[src/rtl/rob_pkg.sv]
`timescale 1ns/1ps
package rob_pkg;

  typedef enum logic {
    WK_IDLE = 1'b0,
    WK_RUN  = 1'b1
  } walk_st_e;

  function automatic int ceil_div(input int a, input int b);
    return (a + b - 1) / b;
  endfunction

endpackage

[src/rtl/rob_thread_q.sv]
`timescale 1ns/1ps
module rob_thread_q
  import rob_pkg::*;
#(
  parameter int DEPTH    = 8,
  parameter int SEQ_W    = 16,
  parameter int SQ_WIDTH = 2,
  localparam int PW      = $clog2(DEPTH),
  localparam int CW      = $clog2(DEPTH + 1)
) (
  input  logic             clk,
  input  logic             rst_n,
  input  logic             push,
  input  logic [SEQ_W-1:0] push_seq,
  output logic [PW-1:0]    tail_slot,
  input  logic             pop,
  input  logic             mark,
  input  logic [PW-1:0]    mark_slot,
  input  logic             sq_req,
  input  logic [SEQ_W-1:0] sq_num,
  output logic             head_rdy,
  output logic [SEQ_W-1:0] head_seq,
  output logic             head_sqd,
  output logic [CW-1:0]    count,
  output logic             walk_busy
);

  localparam int MAXW = ceil_div(DEPTH, SQ_WIDTH);
  localparam int WCW  = $clog2(MAXW + 1);

  logic [SEQ_W-1:0] seq_q [DEPTH];
  logic [DEPTH-1:0] rdy_q, sqd_q;
  logic [PW-1:0]    hd_q, tl_q, wp_q;
  logic [CW-1:0]    cnt_q;
  logic [SEQ_W-1:0] sqn_q;
  walk_st_e         st_q;

  logic             start;
  logic [PW-1:0]    w_cur;
  logic             w_fin;
  logic [DEPTH-1:0] w_hit;

  assign start = sq_req && (st_q == WK_IDLE) && (cnt_q != '0);

  // Walker: up to SQ_WIDTH entries per cycle, youngest toward head.
  always_comb begin
    w_cur = wp_q;
    w_fin = 1'b0;
    w_hit = '0;
    for (int k = 0; k < SQ_WIDTH; k++) begin
      if (!w_fin) begin
        if (seq_q[w_cur] > sqn_q) begin
          w_hit[w_cur] = 1'b1;
          if (w_cur == hd_q) w_fin = 1'b1;
          else               w_cur = w_cur - PW'(1);
        end else begin
          w_fin = 1'b1;
        end
      end
    end
    if (!w_fin && !(seq_q[w_cur] > sqn_q)) w_fin = 1'b1;
  end

  always_ff @(posedge clk) begin
    if (!rst_n) begin
      hd_q  <= '0;
      tl_q  <= '0;
      cnt_q <= '0;
      wp_q  <= '0;
      sqn_q <= '0;
      st_q  <= WK_IDLE;
    end else begin
      if (push) tl_q <= tl_q + PW'(1);
      if (pop)  hd_q <= hd_q + PW'(1);
      case ({push, pop})
        2'b10:   cnt_q <= cnt_q + CW'(1);
        2'b01:   cnt_q <= cnt_q - CW'(1);
        default: cnt_q <= cnt_q;
      endcase
      if (st_q == WK_IDLE) begin
        if (start) begin
          st_q  <= WK_RUN;
          wp_q  <= tl_q - PW'(1);
          sqn_q <= sq_num;
        end
      end else begin
        wp_q <= w_cur;
        if (w_fin) st_q <= WK_IDLE;
      end
    end
  end

  always_ff @(posedge clk) begin
    if (!rst_n) begin
      rdy_q <= '0;
      sqd_q <= '0;
    end else begin
      for (int i = 0; i < DEPTH; i++) begin
        if ((st_q == WK_RUN) && w_hit[i]) begin
          rdy_q[i] <= 1'b1;
          sqd_q[i] <= 1'b1;
        end
        if (mark && (mark_slot == PW'(i))) rdy_q[i] <= 1'b1;
        if (push && (tl_q == PW'(i))) begin
          rdy_q[i] <= 1'b0;
          sqd_q[i] <= 1'b0;
        end
      end
    end
  end

  always_ff @(posedge clk) begin
    if (push) seq_q[tl_q] <= push_seq;
  end

  assign head_rdy  = (cnt_q != '0) && rdy_q[hd_q];
  assign head_seq  = seq_q[hd_q];
  assign head_sqd  = sqd_q[hd_q];
  assign tail_slot = tl_q;
  assign count     = cnt_q;
  assign walk_busy = (st_q == WK_RUN);

  // Assertion-only walk length counter
  logic [WCW-1:0] wcyc_q;
  always_ff @(posedge clk) begin
    if (!rst_n)               wcyc_q <= '0;
    else if (st_q == WK_RUN)  wcyc_q <= wcyc_q + WCW'(1);
    else                      wcyc_q <= '0;
  end

  a_r2_no_overflow: assert property (@(posedge clk) disable iff (!rst_n)
    push |-> (cnt_q < CW'(DEPTH)));
  a_r3_pop_needs_ready: assert property (@(posedge clk) disable iff (!rst_n)
    pop |-> ((cnt_q != '0) && rdy_q[hd_q]));
  a_r6_empty_squash_ignored: assert property (@(posedge clk) disable iff (!rst_n)
    (sq_req && (cnt_q == '0) && (st_q == WK_IDLE)) |=> (st_q == WK_IDLE));
  a_r8_walk_bound: assert property (@(posedge clk) disable iff (!rst_n)
    (st_q == WK_RUN) |-> (wcyc_q < WCW'(MAXW)));
  a_r9_walk_keeps_occupancy: assert property (@(posedge clk) disable iff (!rst_n)
    ((st_q == WK_RUN) && !push && !pop) |=> (cnt_q == $past(cnt_q)));
  a_r11_no_push_while_walking: assert property (@(posedge clk) disable iff (!rst_n)
    (st_q == WK_RUN) |-> !push);

endmodule

[src/rtl/rob_occupancy.sv]
`timescale 1ns/1ps
module rob_occupancy #(
  parameter int NTHR  = 2,
  parameter int DEPTH = 8,
  parameter int CAP   = 12,
  localparam int CW   = $clog2(DEPTH + 1),
  localparam int GW   = $clog2(NTHR * DEPTH + 1)
) (
  input  logic [CW-1:0] counts [NTHR],
  output logic [GW-1:0] total,
  output logic          has_room
);

  always_comb begin
    total = '0;
    for (int t = 0; t < NTHR; t++) total = total + GW'(counts[t]);
  end

  assign has_room = (total < GW'(CAP));

endmodule

[src/rtl/rob_commit_sel.sv]
`timescale 1ns/1ps
module rob_commit_sel #(
  parameter int NTHR = 2,
  localparam int TW  = (NTHR > 1) ? $clog2(NTHR) : 1
) (
  input  logic [NTHR-1:0] head_rdy,
  input  logic [NTHR-1:0] busy,
  input  logic [NTHR-1:0] active,
  input  logic [TW-1:0]   ret_tid,
  input  logic            sq_valid,
  input  logic [TW-1:0]   sq_tid,
  output logic            can_commit,
  output logic            ret_ready
);

  assign can_commit = |(head_rdy & active);
  assign ret_ready  = head_rdy[ret_tid] && !busy[ret_tid] &&
                      !(sq_valid && (sq_tid == ret_tid));

endmodule

[src/rtl/rob_mt.sv]
`timescale 1ns/1ps
module rob_mt #(
  parameter int NTHR     = 2,
  parameter int DEPTH    = 8,
  parameter int CAP      = 12,
  parameter int SEQ_W    = 16,
  parameter int SQ_WIDTH = 2,
  localparam int TW      = (NTHR > 1) ? $clog2(NTHR) : 1,
  localparam int PW      = $clog2(DEPTH)
) (
  input  logic             clk,
  input  logic             rst_n,
  input  logic             disp_valid,
  output logic             disp_ready,
  input  logic [TW-1:0]    disp_tid,
  input  logic [SEQ_W-1:0] disp_seq,
  output logic [PW-1:0]    disp_slot,
  input  logic             cmpl_valid,
  input  logic [TW-1:0]    cmpl_tid,
  input  logic [PW-1:0]    cmpl_slot,
  input  logic             ret_valid,
  output logic             ret_ready,
  input  logic [TW-1:0]    ret_tid,
  output logic [SEQ_W-1:0] ret_seq,
  output logic             ret_squashed,
  input  logic             sq_valid,
  input  logic [TW-1:0]    sq_tid,
  input  logic [SEQ_W-1:0] sq_seq,
  input  logic [NTHR-1:0]  thr_active,
  output logic [NTHR-1:0]  head_ready,
  output logic             can_commit,
  output logic [NTHR-1:0]  sq_done
);

  localparam int CW = $clog2(DEPTH + 1);
  localparam int GW = $clog2(NTHR * DEPTH + 1);

  logic [CW-1:0]    cnt   [NTHR];
  logic [SEQ_W-1:0] hseq  [NTHR];
  logic [PW-1:0]    tslot [NTHR];
  logic [NTHR-1:0]  hsqd, busy, full, push, pop;
  logic [GW-1:0]    total;
  logic             has_room;

  for (genvar t = 0; t < NTHR; t++) begin : g_thr
    assign full[t] = (cnt[t] == CW'(DEPTH));
    assign push[t] = disp_valid && disp_ready && (disp_tid == TW'(t));
    assign pop[t]  = ret_valid && ret_ready && (ret_tid == TW'(t));

    rob_thread_q #(
      .DEPTH(DEPTH), .SEQ_W(SEQ_W), .SQ_WIDTH(SQ_WIDTH)
    ) u_q (
      .clk       (clk),
      .rst_n     (rst_n),
      .push      (push[t]),
      .push_seq  (disp_seq),
      .tail_slot (tslot[t]),
      .pop       (pop[t]),
      .mark      (cmpl_valid && (cmpl_tid == TW'(t))),
      .mark_slot (cmpl_slot),
      .sq_req    (sq_valid && (sq_tid == TW'(t))),
      .sq_num    (sq_seq),
      .head_rdy  (head_ready[t]),
      .head_seq  (hseq[t]),
      .head_sqd  (hsqd[t]),
      .count     (cnt[t]),
      .walk_busy (busy[t])
    );

    assign sq_done[t] = !busy[t];
  end

  rob_occupancy #(.NTHR(NTHR), .DEPTH(DEPTH), .CAP(CAP)) u_occ (
    .counts   (cnt),
    .total    (total),
    .has_room (has_room)
  );

  rob_commit_sel #(.NTHR(NTHR)) u_sel (
    .head_rdy   (head_ready),
    .busy       (busy),
    .active     (thr_active),
    .ret_tid    (ret_tid),
    .sq_valid   (sq_valid),
    .sq_tid     (sq_tid),
    .can_commit (can_commit),
    .ret_ready  (ret_ready)
  );

  assign disp_ready = has_room && !full[disp_tid] && !busy[disp_tid] &&
                      !(sq_valid && (sq_tid == disp_tid));
  assign disp_slot    = tslot[disp_tid];
  assign ret_seq      = hseq[ret_tid];
  assign ret_squashed = hsqd[ret_tid];

  a_r2_global_cap: assert property (@(posedge clk) disable iff (!rst_n)
    total <= GW'(CAP));
  a_r10_stream_total: assert property (@(posedge clk) disable iff (!rst_n)
    (!(|push) && !(|pop)) |=> (total == $past(total)));

endmodule

[config.mk]
export PLATFORM = sky130hd
export DESIGN_NAME = rob_mt
export DESIGN_NICKNAME = d
export VERILOG_FILES = /design/src/rtl/rob_pkg.sv /design/src/rtl/rob_thread_q.sv /design/src/rtl/rob_occupancy.sv /design/src/rtl/rob_commit_sel.sv /design/src/rtl/rob_mt.sv
export SDC_FILE = /design/constraint.sdc
export NUM_CORES = 1
export LEC_CHECK = 0
export BUFFER_PORTS_ARGS = -buffer_cell sky130_fd_sc_hd__buf_2
export CELL_PAD_IN_SITES_DETAIL_PLACEMENT = 1
export CELL_PAD_IN_SITES_GLOBAL_PLACEMENT = 2
export CORE_ASPECT_RATIO = 1.4
export CORE_MARGIN = 3
export CORE_UTILIZATION = 49
export CTS_BUF_LIST = sky130_fd_sc_hd__clkbuf_16
export DETAILED_ROUTE_END_ITERATION = 8
export PLACE_DENSITY = 0.95
export SYNTH_ARGS = -nofsm -noshare
export SYNTH_HDL_FRONTEND = slang
export SYNTH_SLANG_ARGS = --single-unit
[constraint.sdc]
create_clock -name clk -period 16.4 [get_ports clk]
set_input_delay 3.28 -clock clk [delete_from_list [all_inputs] [get_ports clk]]
set_output_delay 3.28 -clock clk [all_outputs]
set_load 0.02 [all_outputs]
After elaboration in Yosys (flattened, before gate mapping). Memories as Yosys holds them, arrays and structs flattened. A register that Yosys moved wholly into a read port is not among the register bits. Cells that the tools add are included.

Flip-flop bits (word level): 92. Bits in writable memories: 256. Input bits: 47. Output and inout bits: 27. Memories: 2.

Add/sub/neg operators: 15. Magnitude comparators: 21. Eq/ne operators: 33. Mux-type cells: 116. Bitwise logic cells: 12. Reduce and logical (&&, ||, !) cells: 132.

Memory list: g_thr[0].u_q.seq_q (depth 8, bits a word 16, rd ports 4, clocked after Yosys merged registers in 2, wr ports 1, line rob_thread_q.sv:31) `logic [SEQ_W-1:0] seq_q [DEPTH];`; g_thr[1].u_q.seq_q (depth 8, bits a word 16, rd ports 4, clocked after Yosys merged registers in 2, wr ports 1, line rob_thread_q.sv:31).

Operators with widths (number): > comparator 16 bit (6); logical AND 1 bit (77); 2-to-1 mux 3 bit (25); 2-to-1 mux 1 bit (72); 2-to-1 mux 16 bit (3); 2-to-1 mux 8 bit (6); nonzero test 2 bit (20); equality test 3 bit, second input constant (12); OR reduction 2 bit (17); < comparator 3 x 4 -> 1 bit, second input constant (6); equality test 3 x 2 -> 1 bit, second input constant (6); subtractor 3 x 1 -> 3 bit, second input constant (6); OR 8 bit (2); case mux 4 bit (2 select lines) (2); adder 3 x 1 -> 3 bit, second input constant (4); binary-select mux 1 bit (select 3 bit) (4); demux 1 bit (select 3 bit) (4); equality test 3 bit (4); greater-or-equal comparator 3 x 1 -> 1 bit, second input constant (4); logical NOT 1 bit (11); equality test 3 x 1 -> 1 bit, second input constant (3); logical NOT 3 bit (3); adder 4 x 1 -> 4 bit, second input constant (2); equality test 4 bit, second input constant (2); 13 further kinds (28).

Depth between registers and ports, before layout. An unclocked memory read counts as a cell.

Word-level depth: 14. Gate-level depth with buffers: 40. Depth with buffers taken out: 34.

Hierarchy. From an unflattened synthesis, not the netlist that was laid out.

Cell total of the unflattened synthesis: 2310. Area total of the unflattened synthesis: 25797.2 sq um.

Modules (own cells, without submodules): rob_thread_q (g_thr[1].u_q) (instances 1, cells each 1233, area an instance 13280.2 sq um, seq. area each 4884.7 sq um); rob_thread_q (g_thr[0].u_q) (instances 1, cells each 1006, area an instance 11917.7 sq um, seq. area each 4884.7 sq um); rob_mt (instances 1, cells each 40, area an instance 359.1 sq um, seq. area each 0.0 sq um); rob_occupancy (instances 1, cells each 25, area an instance 196.4 sq um, seq. area each 0.0 sq um); rob_commit_sel (instances 1, cells each 6, area an instance 43.8 sq um, seq. area each 0.0 sq um).

Worst setup path before layout. No wires, ideal clock.

Path kind: reg-to-reg. From: register (tool-made name). To: register g_thr[0].u_q.st_q. Library setup time: 0.115 ns. Data arrival time: 8.970 ns. Setup slack: 7.315 ns. Cell stages (with the launch flop): 38. Path buffers: 4. Cell sequence: dfxtp_1 clkbuf_1 buf_1 mux4_2 mux2_2 ha_1 nand4_1 or3_1 a21o_1 a31oi_4 nand2_2 mux2i_4 buf_2 mux4_2 mux2_2 ha_1 nand4_1 nor3_1 (+2 left out) o211ai_1 nor2_2 nand3_1 xnor2_2 buf_6 mux4_2 mux2_2 ha_1 nor2b_1 o21a_1 o21a_1 o21a_1 o21a_1 o21a_1 o21a_1 o211ai_1 a21oi_1 o21a_1.

RTL lines: end signal, assigned (line rob_thread_q.sv:71) `st_q <= WK_IDLE;`; end signal, assigned (line rob_thread_q.sv:82) `st_q <= WK_RUN;`; end signal, assigned (line rob_thread_q.sv:88) `if (w_fin) st_q <= WK_IDLE;`; end, declared (line rob_thread_q.sv:36) `walk_st_e st_q;`.

==> results.sh <==
export IMPL_outcome="finished, final reports clean"
export IMPL_synth_largest_area_cell="edfxtp_1"
export IMPL_timing_final_max_slew_violations=0
export IMPL_hold_depth=2
export IMPL_hpwl_mm=50.9
export IMPL_grt_max_degree=79
export IMPL_multi_input_area_mm2=0.0128
export IMPL_avgViaCountPerCell=6.78
export IMPL_holdCritStartpoint="g_thr[1].u_q.sqd_q[3]"
export IMPL_drtPass1Iterations=5
export IMPL_regToRegSetupSlack_ns=5.59
export IMPL_place_congestion=0.910
export IMPL_area_delta_synth_final_pct=10.7
export IMPL_worstRegToRegCells=36
export IMPL_core_area_mm2=0.0465
export IMPL_cts_made_buffers=39
export IMPL_grt_pass1_vias=18500
export IMPL_yosys_warnings=0
export IMPL_rsz0062_at_grt="false"
export IMPL_layout_common_cells="edfxtp_1 (256), mux4_2 (232), nand2_1 (213), ha_1 (125), dfxtp_1 (100)"
export IMPL_synth_async_reset_ratio_pct=0
export IMPL_post_cts_buffers=0
export IMPL_syn_area_mm2=0.0233
export IMPL_track_usage_pct=29.7
export IMPL_antenna_found_initial=0
export IMPL_port_buffers=73
export IMPL_leakage_uw=0.00892
export IMPL_max_stage_delay_ns=0.74
export IMPL_fin_tns_setup_ns=0
export IMPL_drive_gt1_share_pct=26.6
export IMPL_num_vias=17053
export IMPL_yosys_area_share_simple_pct=8.89
export IMPL_yosysTopAreaCellShare_pct=33.0
export IMPL_fin_skew_ns=0.0229
export IMPL_clock_sinks=360
export IMPL_cp_depth=36
export IMPL_drtIter0Drc=1485
export IMPL_yosysUniqueCellTypes=70
export IMPL_ys_top_cells_by_area="edfxtp_1 (33%), mux4_2 (22%), dfxtp_1 (8.9%)"
export IMPL_wl_per_cell_um=29.7
export IMPL_period_share_pct=65.9
export IMPL_period_needed_ns=10.81
export IMPL_max_slew_margin_pct=25.5
export IMPL_synth_edff_count=256
export IMPL_diodes=0
export IMPL_crit_type="reg2reg"
export IMPL_cts_resized=0
export IMPL_die_h_um=264
export IMPL_cts_root_buf="clkbuf_16"
export IMPL_synthMuxAreaShare_pct=28.4
export IMPL_slowest_stage="mux2i_4"
export IMPL_hold_violations=0
export IMPL_seq_area_frac_synth_pct=41.9
export IMPL_final_util_pct=55.4
export IMPL_io_pins=74
export IMPL_ant_nets=0
export IMPL_r2r_end="g_thr[0].u_q.walk_busy"
export IMPL_synth_xor_area_share_pct=1.31
export IMPL_seq_area_mm2=0.00977
export IMPL_worst_path_buf_inv=3
export IMPL_die_area_mm2=0.0502
export IMPL_h_tree_depth=2
export IMPL_route_final_wire_length_mm=74.8
export IMPL_cts_tree="built"
export IMPL_synth_compound_area_share_pct=8.99
export IMPL_crit_top_cell="o21a_1"
export IMPL_cp_top_family="multiplexers"
export IMPL_synth_top_family_by_area="multiplexers"
export IMPL_maxCapViolCount=0
export IMPL_path_clk_slew_ns=0.07
export IMPL_worst_pin_slew_ns=1.12
export IMPL_critical_path_arrival_ns=11.24
export IMPL_grt_ovfl_total=0
export IMPL_start_util_pct=50.0
export IMPL_crit_path_end_kind="flip-flop"
export IMPL_holdPathEnd="g_thr[1].u_q.sqd_q[3]"
export IMPL_synth_adder_area_share_pct=6.89
export IMPL_syn_nets=1999
export IMPL_n_fill_cell=4641
export IMPL_cp_max_fo=33
export IMPL_fmax_ghz=0.0925
export IMPL_drc=0
export IMPL_setup_violations_final=0
export IMPL_power_density_mw_per_mm2=97.6
export IMPL_start_kind="flip-flop"
export IMPL_synthFlopType="edfxtp_1"
export IMPL_layout_nets=2043
export IMPL_hold_class="reg2reg"
export IMPL_row_count=93
export IMPL_clk_latency_ns=0.55
export IMPL_crit_required_ns=16.83
export IMPL_die_x_um=190
export IMPL_syn_avg_cell_area_um2=12.8
export IMPL_synth_seq_cells=360
export IMPL_postCtsHoldBufs=0
export IMPL_cts_buffer_depth=3
export IMPL_peakVddDrop_mv=0.109
export IMPL_netlist_instances=1825
export IMPL_final_common_cell="edfxtp_1"
export IMPL_grt_pass1_wl_mm=113
[cell type report]
class | count | area share [%]
multi-input combinational | 1275 | 49.6
sequential | 360 | 37.9
clock buffer | 41 | 3.98
tap | 617 | 2.99
timing repair buffer | 121 | 2.81
clock inverter | 30 | 1.62
inverter | 72 | 1.05
[worst reg2reg max path, delay by kind of cell (launching register included)]
kind                     cells  cell delay (ns)
AND/OR/NAND/NOR              8             1.79
flip-flops                   1             0.31
buffers and inverters        3             1.55
XOR/XNOR                     1             0.17
multiplexers                 7             3.52
adder cells (fa/ha/maj)      3             0.89
AO/OA/AOI/OAI               14             2.48
[metrics by stage]
step | cell area [um2] | cells | setup WS (ns) | power, uW | hold WS (ns)
detailed placement | 24300 | 2445 | 5.62 | 1540 | 0.445
CTS | 25800 | 2516 | 5.60 | 2530 | 0.456
finish | 25800 | 2516 | 5.59 | 2520 | 0.451
global route | 25800 | 2516 | 5.01 | 2610 | 0.485
floorplan | 23300 | 1825 | 7.32 | 1390 | 0.420
global placement | 24300 | 2445 | 5.78 | 1520 | 0.436
[cells by family (layout without fill, tap and decap cells)]
| logic type | after synthesis | after routing |
|---|---|---|
| simple gates | 436 | 436 |
| flops | 360 | 360 |
| xor+xnor | 33 | 33 |
| fa+ha+maj | 127 | 127 |
| compound gates | 316 | 316 |
| buf+inv | 190 | 264 |
| mux | 363 | 363 |
[sequential cells by signal, summed over array words and instances (netlist names), named ones only]
name,cells
g_thr.u_q.count,8
g_thr.u_q.hd_q,6
g_thr.u_q.rdy_q,16
g_thr.u_q.seq_q,256
g_thr.u_q.sqd_q,16
g_thr.u_q.sqn_q,32
g_thr.u_q.tail_slot,6
g_thr.u_q.walk_busy,2
g_thr.u_q.wp_q,6
[worst max-delay path by stage]
| stage | to | slack (ns) |
|---|---|---|
| after floorplan | g_thr[0].u_q.walk_busy | 7.32 |
| after global placement | g_thr[0].u_q.walk_busy | 5.78 |
| after detailed placement | g_thr[0].u_q.walk_busy | 5.62 |
| after CTS | g_thr[0].u_q.walk_busy | 5.60 |
| after global routing | g_thr[0].u_q.walk_busy | 5.01 |
| final | g_thr[0].u_q.walk_busy | 5.59 |
[synthesized netlist by cell type (5+ instances only)]
cell type  number
edfxtp_1      256
mux4_2        232
nand2_1       213
ha_1          125
dfxtp_1       104
a21oi_1        91
mux2i_1        76
clkbuf_1       74
inv_1          71
a211oi_1       54
mux2_2         54
nor2b_1        53
o21ai_0        51
nor2_1         50
a21boi_0       37
and2_1         20
nand4_1        19
nor3_1         19
xnor2_1        19
a22o_1         17
buf_1          16
nand3_1        16
buf_2          15
xor2_1         12
o21a_1         11
a21o_1         10
and3_1         10
a31oi_1         8
nand2b_1        8
o211a_1         6
o211ai_1        6
buf_6           5
or3_1           5
[report_power, final]
group          total (uW)  internal, uW  switching, uW
clock network         991           601            390
registers             998           984           13.7
logic                 528           231            297
[metal layers]
metal / vias up / share of wire, % / global-route usage [%]
li1: 7201 / - / -
met1: 8770 / 36 / 34.5
met2: 792 / 52 / 52.7
met3: 290 / 5.8 / 3.86
met4: 0 / 6.4 / 16.5
met5: - / 0 / 0
Power figures use the tool's default switching activity.
